===== src/rtl/cap_timer_pkg.sv =====
package cap_timer_pkg;
  localparam int NCH   = 3;
  localparam int NFLAG = NCH + 2;
  localparam int PRE_W = 7;

  localparam logic [1:0] ADDR_CTRL = 2'd0;
  localparam logic [1:0] ADDR_CMP  = 2'd1;
  localparam logic [1:0] ADDR_STAT = 2'd2;

  // Control word, bit 0 at the bottom.
  typedef struct packed {
    logic [NFLAG-1:0] irq_en;
    logic [NCH-1:0]   clr_en;
    logic [NCH-1:0]   rld_en;
    logic [1:0]       src_sel;
    logic [2:0]       presc;
    logic             ovf_rld;
    logic             cmp_clr;
    logic             cmp_en;
    logic             cnt_en;
    logic             run;
  } ctrl_t;

  localparam int CTRL_W = $bits(ctrl_t);

  // Terminal value of the prescale counter (ratio minus one).
  function automatic logic [PRE_W-1:0] presc_last(input logic [2:0] code);
    case (code)
      3'd0:    presc_last = 7'd0;
      3'd1:    presc_last = 7'd3;
      3'd2:    presc_last = 7'd15;
      3'd3:    presc_last = 7'd31;
      3'd4:    presc_last = 7'd63;
      3'd5:    presc_last = 7'd95;
      3'd6:    presc_last = 7'd111;
      default: presc_last = 7'd127;
    endcase
  endfunction
endpackage


===== src/rtl/cap_tick_gen.sv =====
module cap_tick_gen
  import cap_timer_pkg::*;
(
  input  logic           clk,
  input  logic           rst,
  input  logic           active,
  input  logic [2:0]     code,
  input  logic [1:0]     src_sel,
  input  logic [NCH-1:0] lvl,
  output logic           tick
);
  logic [PRE_W-1:0] pc_q;
  logic [NCH-1:0]   lvl_q;
  logic             pre_stb;
  logic [NCH:0]     src_vec;

  // ">=" keeps the divider sane when the code shrinks mid-count.
  assign pre_stb = active & (pc_q >= presc_last(code));
  assign src_vec = {lvl & ~lvl_q, pre_stb};
  assign tick    = active & src_vec[src_sel];

  always_ff @(posedge clk) begin
    if (rst) begin
      pc_q  <= '0;
      lvl_q <= '0;
    end else begin
      lvl_q <= lvl;
      if (!active || pre_stb) pc_q <= '0;
      else                    pc_q <= pc_q + 1'b1;
    end
  end

  AST_TICK_NEEDS_ACTIVE: assert property (@(posedge clk) disable iff (rst)
    !active |-> !tick);
endmodule


===== src/rtl/cap_counter.sv =====
module cap_counter #(
  parameter int CNT_W = 24
) (
  input  logic             clk,
  input  logic             rst,
  input  logic             tick,
  input  logic             cmp_en,
  input  logic             cmp_clr,
  input  logic             ovf_rld,
  input  logic             evt_rld,
  input  logic             evt_clr,
  input  logic [CNT_W-1:0] cmp_val,
  output logic [CNT_W-1:0] cnt_o,
  output logic             match_o,
  output logic             ovf_o
);
  logic [CNT_W-1:0] cnt_q;
  logic             reload_req;
  logic             clear_req;

  assign match_o    = cmp_en & (cnt_q == cmp_val);
  assign ovf_o      = tick & (&cnt_q);
  assign reload_req = evt_rld | (ovf_o & ovf_rld);
  assign clear_req  = evt_clr | (match_o & cmp_clr);
  assign cnt_o      = cnt_q;

  // Priority: reload, then clear, then count.
  always_ff @(posedge clk) begin
    if (rst)             cnt_q <= '0;
    else if (reload_req) cnt_q <= cmp_val;
    else if (clear_req)  cnt_q <= '0;
    else if (tick)       cnt_q <= cnt_q + 1'b1;
  end

  AST_CNT_IDLE_STABLE: assert property (@(posedge clk) disable iff (rst)
    (!tick && !evt_rld && !evt_clr && !match_o) |=> $stable(cnt_q));
  AST_RELOAD_FIRST: assert property (@(posedge clk) disable iff (rst)
    (evt_rld && evt_clr) |=> cnt_q == $past(cmp_val));
  AST_WRAP_ZERO: assert property (@(posedge clk) disable iff (rst)
    (ovf_o && !ovf_rld && !evt_rld) |=> cnt_q == '0);
  AST_EVT_CLEAR: assert property (@(posedge clk) disable iff (rst)
    (evt_clr && !evt_rld && !(ovf_o && ovf_rld)) |=> cnt_q == '0);
endmodule


===== src/rtl/cap_flags.sv =====
module cap_flags
  import cap_timer_pkg::*;
(
  input  logic             clk,
  input  logic             rst,
  input  logic [NFLAG-1:0] set_i,
  input  logic [NFLAG-1:0] clr_i,
  input  logic [NFLAG-1:0] ien_i,
  output logic [NFLAG-1:0] flags_o,
  output logic             irq_o
);
  logic [NFLAG-1:0] flg_q;

  always_ff @(posedge clk) begin
    if (rst) flg_q <= '0;
    else     flg_q <= (flg_q & ~clr_i) | set_i;
  end

  assign flags_o = flg_q;
  assign irq_o   = |(flg_q & ien_i);

  for (genvar i = 0; i < NFLAG; i++) begin : g_chk
    AST_FLAG_STICKY: assert property (@(posedge clk) disable iff (rst)
      (flg_q[i] && !clr_i[i]) |=> flg_q[i]);
    AST_SET_WINS: assert property (@(posedge clk) disable iff (rst)
      set_i[i] |=> flg_q[i]);
  end
endmodule


===== src/rtl/capture_timer.sv =====
module capture_timer
  import cap_timer_pkg::*;
#(
  parameter int CNT_W = 24,
  localparam int DATA_W = (CNT_W > CTRL_W) ? CNT_W : CTRL_W
) (
  input  logic                 clk,
  input  logic                 rst,
  input  logic [NCH-1:0]       cap_evt,
  input  logic [NCH-1:0]       cap_lvl,
  input  logic                 wr_en,
  input  logic [1:0]           wr_addr,
  input  logic [DATA_W-1:0]    wr_data,
  output logic [CNT_W-1:0]     cnt_o,
  output logic [NCH*CNT_W-1:0] hold_o,
  output logic [NFLAG-1:0]     flags_o,
  output logic                 irq_o
);
  ctrl_t            ctrl_q;
  logic [CNT_W-1:0] cmp_q;
  logic [NCH-1:0]   evt_v;
  logic             tick;
  logic             match;
  logic             ovf;
  logic [CNT_W-1:0] cnt;
  logic [NFLAG-1:0] flag_set;
  logic [NFLAG-1:0] flag_clr;

  always_ff @(posedge clk) begin
    if (rst) begin
      ctrl_q <= '0;
      cmp_q  <= '0;
    end else if (wr_en) begin
      if (wr_addr == ADDR_CTRL) ctrl_q <= ctrl_t'(wr_data[CTRL_W-1:0]);
      if (wr_addr == ADDR_CMP)  cmp_q  <= wr_data[CNT_W-1:0];
    end
  end

  assign evt_v    = cap_evt & {NCH{ctrl_q.run}};
  assign flag_set = {ovf, match, evt_v};
  assign flag_clr = (wr_en && wr_addr == ADDR_STAT) ? wr_data[NFLAG-1:0] : '0;

  cap_tick_gen u_tick (
    .clk     (clk),
    .rst     (rst),
    .active  (ctrl_q.run & ctrl_q.cnt_en),
    .code    (ctrl_q.presc),
    .src_sel (ctrl_q.src_sel),
    .lvl     (cap_lvl),
    .tick    (tick)
  );

  cap_counter #(.CNT_W(CNT_W)) u_cnt (
    .clk     (clk),
    .rst     (rst),
    .tick    (tick),
    .cmp_en  (ctrl_q.cmp_en & ctrl_q.run),
    .cmp_clr (ctrl_q.cmp_clr),
    .ovf_rld (ctrl_q.ovf_rld),
    .evt_rld (|(evt_v & ctrl_q.rld_en)),
    .evt_clr (|(evt_v & ctrl_q.clr_en)),
    .cmp_val (cmp_q),
    .cnt_o   (cnt),
    .match_o (match),
    .ovf_o   (ovf)
  );

  cap_flags u_flags (
    .clk     (clk),
    .rst     (rst),
    .set_i   (flag_set),
    .clr_i   (flag_clr),
    .ien_i   (ctrl_q.irq_en),
    .flags_o (flags_o),
    .irq_o   (irq_o)
  );

  assign cnt_o = cnt;

  for (genvar ch = 0; ch < NCH; ch++) begin : g_hold
    logic [CNT_W-1:0] hold_q;
    always_ff @(posedge clk) begin
      if (rst)            hold_q <= '0;
      else if (evt_v[ch]) hold_q <= cnt;
    end
    assign hold_o[ch*CNT_W +: CNT_W] = hold_q;

    AST_HOLD_LATCH: assert property (@(posedge clk) disable iff (rst)
      evt_v[ch] |=> hold_q == $past(cnt));
  end
endmodule


===== config.mk =====
export PLATFORM = sky130hd
export DESIGN_NAME = capture_timer
export DESIGN_NICKNAME = d
export VERILOG_FILES = /design/src/rtl/cap_timer_pkg.sv /design/src/rtl/cap_tick_gen.sv /design/src/rtl/cap_counter.sv /design/src/rtl/cap_flags.sv /design/src/rtl/capture_timer.sv
export SDC_FILE = /design/constraint.sdc
export NUM_CORES = 1
export LEC_CHECK = 0
export BUFFER_PORTS_ARGS = -buffer_cell sky130_fd_sc_hd__buf_4
export CORE_ASPECT_RATIO = 0.6
export CORE_UTILIZATION = 50
export CTS_CLUSTER_DIAMETER = 30
export DETAILED_ROUTE_END_ITERATION = 7
export GPL_ROUTABILITY_DRIVEN = 0
export PLACE_DENSITY = 0.78
export SLEW_MARGIN = 0
export SYNTH_ARGS = -nofsm -noshare
export SYNTH_HDL_FRONTEND = slang
export SYNTH_SLANG_ARGS = --single-unit

===== constraint.sdc =====
create_clock -name clk -period 3.1 [get_ports clk]
set_input_delay 0.775 -clock clk [delete_from_list [all_inputs] [get_ports clk]]
set_output_delay 0.775 -clock clk [all_outputs]
set_load 0.05 [all_outputs]

==> results.ini <==
[critical_path]
reg2reg_from=ctrl_q[7]$_SDFFE_PP0P_
crit_start=ctrl_q[7]$_SDFFE_PP0P_
cp_cell_sequence=nor2_1 > nand2_1 > ha_1 > nor2b_1 > o21ai_0 > a21oi_2 > a21oi_2 > buf_4 > nor2_1 > buf_4 > buf_4 > a221oi_2
cpMostUsedCell=buf_4
worstPathRequired_ns=3.43
cp-endpoint=u_cnt.cnt_o[9]$_SDFFE_PP0P_
r2r-end=u_cnt.cnt_o[9]$_SDFFE_PP0P_
critPathMaxFanout=9
worstRegToRegCells=12
reg2reg_setup_slack_ns=0.26
crit_path_start_kind=register
slowest_stage=a21oi_2
critPathKind=reg2reg
slowest_delay_ns=0.44
critPathCaptureType=register
cp.arrival_ns=3.16

[synthesis]
yosys.area_share.simple_pct=24.4
synth_edf_count=0
yosysTopAreaCell=dfxtp_1
synthCells=880
synth-compound-area-share_pct=17.6
synth_top_area_share_pct=45.6
synth_mux_area_share_pct=0.292
netlist_area_mm2=0.00685
yosys_warnings=0
synth_nets=924
synth_seq_area_share_pct=45.6
synthTopCellsByArea=dfxtp_1, nand2_1, a21oi_1
synthAdderAreaFrac_pct=1.64
ys_ff_latch=156
synth_top_family_by_area=simple AND/OR/NAND/NOR gates
postSynthAreaPerCell_um2=7.78
synth_cell_type_count=55
synth_flop_cell=dfxtp_1
yosys.area_share.xor_xnor_pct=4.35
async_reset_ff_share_pct=0

[timing]
period_share_pct=91.5
timing.hold.ws_ns=0.454
setup_ws_ns=0.264
finalSetupTns_ns=0
period_needed_ns=2.84
setup_violations=0
worst_pin_slew_ns=0.734
rsz0062_at_grt=no
slew_violations=0
hold_viol_final=0
finClkSkew_ns=0.0131
slew-limit-headroom_pct=50.6
timing.fmax_ghz=0.353

[cts]
clk_pin_slew_ns=0.07
postCtsSetupBuffers=0
cts_buffers=17
worstSkewPairLatency_ns=0.42
htreeDepth=4
numClockSinks=156
ctsRootBufferMaster=clkbuf_16
clockBufferDepth=2
cts_tree=done

[run_status]
outcome=complete, no violations

[routing]
wl_per_cell_um=17.0
drtAntennaViolNets=0
top_layer=met4
met3_length_mm=2.02
wl_mm=20.2
drt_iter0_drc=595
vias_per_cell=5.69
vias=6733
wl_met1_mm=9.21
wl_met2_mm=8.51
first_pass_iters=6
drc=0

[finish]
nets=1045
fillers=1107
mostFrequentLayoutCell=nand2_1
layout-drive-gt1-share_pct=22.6
fin_area_mm2=0.00868
post-route-util_pct=66.3
multi_input_area_mm2=0.00331
syn_to_final_growth_pct=26.8
ff_latch_area_mm2=0.00312
antenna-diode-count=0
layout_common_cells=nand2_1, buf_4, dfxtp_1

[floorplanning]
fp-row-count=32
dieHeight_um=92.7
core_area_mm2=0.0131
ios=137
die_x_um=153
start_util_pct=52.3
dieArea_mm2=0.0142

[worst_hold_path]
hp-class=reg2reg

[placement]
hpwl_mm=13.8
dp_slack_ns=0.293
portBuffers=136
placed_area_mm2=0.00805

[global_route]
grt_pass1_vias=5986
grt_usage_pct=29.0
antenna_found_initial=0
grt_pass1_wl_mm=32.1
overflow=0
grt_max_degree=49

[pwr]
cellPowerDensity_mw_per_mm2=526
leakagePower_nw=3.32
vdd_drop_max_uv=359

[run]
drv_cap=0

==> area by class of cell <==
type,instances,area share [%]
Clock buffer,18,5.06
Clock inverter,14,2.26
Inverter,17,0.735
Multi-Input combinational cell,634,38.1
Sequential cell,156,36.0
Tap cell,170,2.45
Timing Repair Buffer,175,15.4
==> power by group <==
part	internal [W]	leakage [nW]	switching, W
combinational	0.0000983	1.75	0.000163
sequential	0.00203	1.26	0.0000313
clock	0.00133	0.314	0.000914
total	0.00346	3.32	0.00111
==> logic make-up (layout without fill, tap and decap cells) <==
| kind of cell | count (synthesis) | after routing |
|---|---|---|
| fa+ha+maj | 9 | 9 |
| flops | 156 | 156 |
| mux | 2 | 2 |
| compound gates | 203 | 203 |
| buf+inv | 90 | 224 |
| simple gates | 386 | 386 |
| xor+xnor | 34 | 34 |
==> what timing repair did <==
item                                    in CTS  in global routing
hold buffers                                 0                  0
endpoints found under the hold margin        0                  0
resized for setup                            0                  1
endpoints found under the setup margin       0                  3
==> synthesized netlist by cell type (6+ instances only) <==
cell      instances
xor2_1            9
ha_1              9
nand2_1         272
clkbuf_1         42
buf_2            20
a22oi_1          13
a211oi_1         10
o21ai_0          17
and3_1            7
dfxtp_1         156
a21oi_1         130
xnor2_1          25
nor3_1            9
nor2_1           32
nand3_1          16
inv_1            16
buf_6             6
nor4_1            6
nand4_1          12
==> worst min-delay path by stage <==
stage | start | endpoint | slack [ns] | cells past startpoint
final | g_hold[1].hold_q[0]$_SDFFE_PP0P_ | g_hold[1].hold_q[0]$_SDFFE_PP0P_ | 0.45 | 2
after global routing | g_hold[0].hold_q[5]$_SDFFE_PP0P_ | g_hold[0].hold_q[5]$_SDFFE_PP0P_ | 0.47 | 2
after CTS | g_hold[1].hold_q[0]$_SDFFE_PP0P_ | g_hold[1].hold_q[0]$_SDFFE_PP0P_ | 0.46 | 2
after detailed placement | g_hold[1].hold_q[0]$_SDFFE_PP0P_ | g_hold[1].hold_q[0]$_SDFFE_PP0P_ | 0.45 | 2
after global placement | ctrl_q[1]$_SDFFE_PP0P_ | ctrl_q[1]$_SDFFE_PP0P_ | 0.44 | 2
after floorplan | ctrl_q[13]$_SDFFE_PP0P_ | ctrl_q[13]$_SDFFE_PP0P_ | 0.43 | 2
==> layer usage <==
metal,vias to the layer above,track usage (%)
met5,-,0
li1,3194,-
met4,0,9.34
met3,46,6.50
met2,377,42.2
met1,3116,42.0
==> worst max-delay path, delay by kind of cell, from the launching register on <==
family | cells | cell delay (ns)
AND/OR/NAND/NOR | 4 | 0.48
adder cells (fa/ha/maj) | 1 | 0.28
AO/OA/AOI/OAI | 4 | 1.05
flip-flops | 1 | 0.34
buffers and inverters | 3 | 0.58
==> stage by stage <==
step	std cells	total power (W)
2_1_floorplan	880	0.00225
3_3_place_gp	1152	0.00236
3_5_place_dp	1152	0.00236
4_1_cts	1184	0.00458
5_1_grt	1184	0.00471
6_report	1184	0.00457
==> flip-flops by register name (all words and copies together), names as in the netlist <==
name / count
cmp_q: 24
ctrl_q: 21
u_cnt.cnt_o: 24
g_hold.hold_q: 72
u_flags.flags_o: 5
u_tick.lvl_q: 3
u_tick.pc_q: 7
Note: power is estimated with default switching activity, not from simulation.
